### src/rtl/alarmRegPkg.sv
package alarmRegPkg;

  typedef enum logic [1:0] {
    ADDR_STATUS = 2'd0,
    ADDR_EVENT  = 2'd1,
    ADDR_MASK   = 2'd2,
    ADDR_RSVD   = 2'd3
  } regAddr_e;

  // strobes from the host decoder to the datapath
  typedef struct packed {
    logic rdAny;
    logic rdStatus;
    logic rdEvent;
    logic rdMask;
    logic wrMask;
  } alarmCtrl_t;

endpackage

### src/rtl/alarmRegCtrl.sv
module alarmRegCtrl
  import alarmRegPkg::*;
(
  input  logic [1:0] regAddr,
  input  logic       regWe,
  input  logic       regRe,
  output alarmCtrl_t ctrl
);

  regAddr_e addrSel;

  always_comb begin
    addrSel       = regAddr_e'(regAddr);
    ctrl          = '0;
    ctrl.rdAny    = regRe;
    ctrl.rdStatus = regRe && (addrSel == ADDR_STATUS);
    ctrl.rdEvent  = regRe && (addrSel == ADDR_EVENT);   // clear-on-read
    ctrl.rdMask   = regRe && (addrSel == ADDR_MASK);
    // only the mask register is writable
    ctrl.wrMask   = regWe && (addrSel == ADDR_MASK);
  end

endmodule

### src/rtl/alarmRegDatapath.sv
module alarmRegDatapath
  import alarmRegPkg::*;
#(
  parameter int NUM_LIVE   = 3,
  parameter int NUM_STICKY = 2,
  parameter int DATA_W     = 8,
  localparam int NUM_SRC   = NUM_LIVE + NUM_STICKY
) (
  input  logic                clk,
  input  logic                rstN,
  input  logic [NUM_LIVE-1:0] liveIn,
  input  logic [NUM_STICKY-1:0] stickyIn,
  input  logic [NUM_SRC-1:0]  wrBits,
  input  alarmCtrl_t          ctrl,
  output logic [NUM_LIVE-1:0] statusQ,
  output logic [NUM_SRC-1:0]  pendingQ,
  output logic [NUM_SRC-1:0]  maskQ,
  output logic [DATA_W-1:0]   rdData,
  output logic                irqOut
);

  logic [NUM_LIVE-1:0] liveEvt;
  logic [NUM_SRC-1:0]  srcEvt;
  logic [NUM_SRC-1:0]  clrVec;
  logic [NUM_SRC-1:0]  pendingNext;
  logic [NUM_SRC-1:0]  maskNext;
  logic [DATA_W-1:0]   rdNext;
  logic                irqNext;

  // edge detect against the registered status copy
  genvar gi;
  generate
    for (gi = 0; gi < NUM_LIVE; gi++) begin : gLiveEdge
      assign liveEvt[gi] = liveIn[gi] ^ statusQ[gi];
    end
  endgenerate

  assign srcEvt = {stickyIn, liveEvt};

  always_comb begin
    clrVec = '0;
    if (ctrl.rdEvent) clrVec = '1;
    if (ctrl.wrMask)  clrVec = clrVec | wrBits;
    // clear first, then new events: an arriving event wins
    pendingNext = (pendingQ & ~clrVec) | srcEvt;
    maskNext    = ctrl.wrMask ? (maskQ | wrBits) : maskQ;
    irqNext     = |(pendingQ & ~maskQ);
  end

  always_comb begin
    rdNext = '0;
    if (ctrl.rdStatus)     rdNext[NUM_LIVE-1:0] = statusQ;
    else if (ctrl.rdEvent) rdNext[NUM_SRC-1:0]  = pendingQ;
    else if (ctrl.rdMask)  rdNext[NUM_SRC-1:0]  = maskQ;
  end

  always_ff @(posedge clk or negedge rstN) begin
    if (!rstN) begin
      statusQ  <= '0;
      pendingQ <= '0;
      maskQ    <= '0;
      rdData   <= '0;
      irqOut   <= 1'b0;
    end else begin
      statusQ  <= liveIn;
      pendingQ <= pendingNext;
      maskQ    <= maskNext;
      irqOut   <= irqNext;
      if (ctrl.rdAny) rdData <= rdNext;
    end
  end

endmodule

### src/rtl/alarmRegBank.sv
module alarmRegBank
  import alarmRegPkg::*;
#(
  parameter int DATA_W = 8
) (
  input  logic              clk,
  input  logic              rstN,
  input  logic              losIn,
  input  logic              aisIn,
  input  logic              drvOpenIn,
  input  logic              esOvfIn,
  input  logic              esUnfIn,
  input  logic [1:0]        regAddr,
  input  logic [DATA_W-1:0] regWrData,
  input  logic              regWe,
  input  logic              regRe,
  output logic [DATA_W-1:0] regRdData,
  output logic              irqOut
);

  localparam int NUM_LIVE   = 3;
  localparam int NUM_STICKY = 2;
  localparam int NUM_SRC    = NUM_LIVE + NUM_STICKY;

  alarmCtrl_t          ctrlS;
  logic [NUM_LIVE-1:0] statusQ;
  logic [NUM_SRC-1:0]  pendingQ;
  logic [NUM_SRC-1:0]  maskQ;
  logic                unusedWrBits;

  assign unusedWrBits = ^regWrData[DATA_W-1:NUM_SRC];

  alarmRegCtrl u_ctrl (
    .regAddr (regAddr),
    .regWe   (regWe),
    .regRe   (regRe),
    .ctrl    (ctrlS)
  );

  alarmRegDatapath #(
    .NUM_LIVE   (NUM_LIVE),
    .NUM_STICKY (NUM_STICKY),
    .DATA_W     (DATA_W)
  ) u_dp (
    .clk      (clk),
    .rstN     (rstN),
    .liveIn   ({drvOpenIn, aisIn, losIn}),
    .stickyIn ({esUnfIn, esOvfIn}),
    .wrBits   (regWrData[NUM_SRC-1:0]),
    .ctrl     (ctrlS),
    .statusQ  (statusQ),
    .pendingQ (pendingQ),
    .maskQ    (maskQ),
    .rdData   (regRdData),
    .irqOut   (irqOut)
  );

endmodule

### config.mk
export PLATFORM = sky130hd
export DESIGN_NAME = alarmRegBank
export DESIGN_NICKNAME = d
export VERILOG_FILES = /design/src/rtl/alarmRegPkg.sv /design/src/rtl/alarmRegCtrl.sv /design/src/rtl/alarmRegDatapath.sv /design/src/rtl/alarmRegBank.sv
export SDC_FILE = /design/constraint.sdc
export NUM_CORES = 1
export LEC_CHECK = 0
export CAP_MARGIN = 20
export CORE_UTILIZATION = 35
export DETAILED_ROUTE_END_ITERATION = 10
export PLACE_DENSITY = 0.67
export SKIP_CTS_REPAIR_TIMING = 1
export SLEW_MARGIN = 20
export SYNTH_ARGS = -nofsm -noshare
export SYNTH_HDL_FRONTEND = slang
export SYNTH_SLANG_ARGS = --single-unit
### constraint.sdc
create_clock -name clk -period 0.9 [get_ports clk]
set_input_delay 0.27 -clock clk [delete_from_list [all_inputs] [get_ports clk]]
set_output_delay 0.27 -clock clk [all_outputs]
set_load 0.01 [all_outputs]
==> summary.txt <==
Run status
  – Outcome: complete, but fails checks
  – Violated checks: setup timing

Yosys
  – Post-Synthesis Cells: 71
  – Area contributors post-synth: dfrtp_1, a31o_1, mux2i_1
  – Seq cells post-synth: 19
  – Post-synth top area share: 58.55%
  – Sequential fraction of the synthesis area: 58.55%
  – Avg Inst Size Synth: 11.44 sq um
  – Distinct cells, synth: 21
  – Synth Cell Area: 812.0 sq um
  – Warnings, synthesis: 0
  – Post-synth top area cell: dfrtp_1

Placed design
  – RePlAce Congestion: 0.7770
  – Dpl ws: -0.7056 ns
  – Dpl cell area: 1212 sq um
  – # placed instances: 136
  – Hpwl dp: 1.267 mm
  – PortBufs: 21

Global route
  – Largest net degree at the start of global routing: 20
  – GRT Residual Overflow: 0
  – First-pass GRT wire length: 2.863 mm
  – Initial antenna violation count: 0
  – Vias in the first global route: 652
  – Overall Global Routing Usage: 15.88%

Final layout
  – Post-layout util: 57.80%
  – Share of layout cells above drive strength 1: 37.93%
  – Fin nets: 136
  – Post-route cell area: 1266 sq um
  – Non-filler cells, final: 144
  – Syn-to-layout area delta: 55.93%
  – Diode count: 0
  – FILL cells: 199

Power
  – PwrDens: 1396 nW/um^2
  – Total power draw: 1.768 mW
  – Peak VDD IR: 0.8378 mV
  – Leakage power: 0.6005 nW

Die
  – Starting density of the core: 37.06%
  – Die area: 2517 sq um
  – Die Y: 50.17 um
  – FP Rows: 17
  – Core Box Area: 2191 sq um
  – Die X: 50.17 um
  – Top-Level Pins: 28

Timing
  – Fin crit share: 124.5%
  – RSZ-0062 raised after global routing: yes
  – Final hold vios: 0
  – Skew final: 0.003135 ns
  – Final Critical Period: 1.120 ns
  – Final setup TNS: -1.368 ns
  – Setup ws final: -0.2203 ns
  – Hold Slack: 0.2922 ns
  – Final setup vio count: 10
  – Slew Viols, Final: 0
  – FMAX: 892.6 MHz

Critical path
  – R2R Path End: u_dp.irqOut
  – Worst setup EP type: flop
  – Reg-to-Reg Start: u_dp.maskQ[3]
  – Critical Path RT: 1.06 ns
  – Largest fanout on the critical path: 2
  – WP data arrival: 1.28 ns
  – Crit Path Class: flop to flop
  – R2r setup slk: -0.22 ns
  – R2R depth: 3
  – CP startpoint kind: flop

Clock tree
  – Max Buffers Root-to-Sink: 2
  – Htree depth: 1
  – Clock Root Buffer: clkbuf_4
  – Num CTS Buffers: 3
  – Clk pin slew, worst setup/hold paths: 0.11 ns
  – TritonCTS sink count: 19
  – CTS tree: yes
  – Worst-Skew Late Latency: 0.30 ns

Route
  – 1st-iter DRT viols: 3
  – Metal3 WL: 75 um
  – Final wirelength: 1.707 mm
  – Highest metal used: met4
  – Avg Vias per Cell: 4.764
  – Antenna Nets Post-Route: 0
  – Pre-Repair DR Iteration Count: 4
  – Met2 routed WL: 836 um
  – Routed len/inst: 11.85 um
  – DRC Markers: 0
  – Routed via count: 686
  – Metal-1 WL: 764 um

Min path
  – HP Class: input port to asynchronous set/reset pin

Run
  – Max cap viols: 0
[how the worst max path moves through the flow]
stage                                 from               end  cells past startpoint
after floorplan              u_dp.maskQ[3]       u_dp.irqOut                      3
after CTS                   u_dp.rdData[4]      regRdData[4]                      1
final                        u_dp.maskQ[3]       u_dp.irqOut                      3
after global routing      u_dp.pendingQ[3]       u_dp.irqOut                      2
after global placement          regAddr[0]  u_dp.pendingQ[3]                      4
after detailed placement        regAddr[0]  u_dp.pendingQ[4]                      4
[report_power, final]
part	leakage (nW)	switching, mW	internal (mW)
sequential	0.198	0.0353	0.915
combinational	0.384	0.158	0.227
clock	0.0177	0.267	0.166
total	0.600	0.460	1.31
[synth_stat cells]
| cell | number |
|---|---|
| nor2b_2 | 1 |
| nand2_2 | 1 |
| buf_6 | 1 |
| o221ai_1 | 1 |
| and2b_2 | 1 |
| dfrtp_1 | 19 |
| buf_4 | 3 |
| a2bb2oi_1 | 3 |
| a22oi_1 | 2 |
| nand2b_1 | 2 |
| mux2i_1 | 3 |
| a222oi_1 | 1 |
| conb_1 | 1 |
| clkbuf_1 | 1 |
| a21oi_1 | 5 |
| nand2_1 | 3 |
| a31o_1 | 5 |
| inv_1 | 5 |
| nand3_1 | 5 |
| nor2_1 | 5 |
| xor2_1 | 3 |
[layer usage]
layer  vias up  GRT usage, %
li1        342             -
met1       320         19.96
met2        20         24.44
met3         4         3.636
met4         0         10.00
met5         -             0
[layout make-up]
type	instances	area [sq um]	area share (%)
Clock inverter	1	5.005	0.3953
Clock buffer	3	22.52	1.779
Sequential cell	19	475.5	37.55
Tap cell	28	35.03	2.767
Inverter	5	18.77	1.482
Multi-Input combinational cell	45	345.3	27.27
Timing Repair Buffer	43	364.1	28.76
[critical path, cell delays in order, from the launching register on]
cell and delay (ns):
dfrtp_1 0.37, inv_1 0.06, a222oi_1 0.38, o221ai_1 0.19
[flip-flops by register name, summed over array words and instances, names as in the netlist]
| register | flops |
|---|---|
| u_dp.pendingQ | 5 |
| u_dp.rdData | 5 |
| u_dp.irqOut | 1 |
| u_dp.statusQ | 3 |
| u_dp.maskQ | 5 |
[kinds of logic after synthesis]
group           synth area share (%)
mux                            3.698
buf+inv                        6.933
other cells                   0.4618
compound gates                 15.87
xor+xnor                       3.236
simple gates                   11.25
flops                          58.55
[layout by cell type (no fill, tap or decap), drive strengths merged]
cell,instances
clkdlybuf4s50,11
dfrtp,19
inv,5
conb,3
clkinv,1
clkbuf,10
o221ai,1
a21oi,5
buf,22
a222oi,1
nand3,5
and2b,1
mux2i,3
nand2,4
nor2,5
xor2,3
a22oi,2
nand2b,2
a2bb2oi,3
dlymetal6s2s,3
a31o,5
nor2b,2
Note: power is estimated with default switching activity, not from simulation.
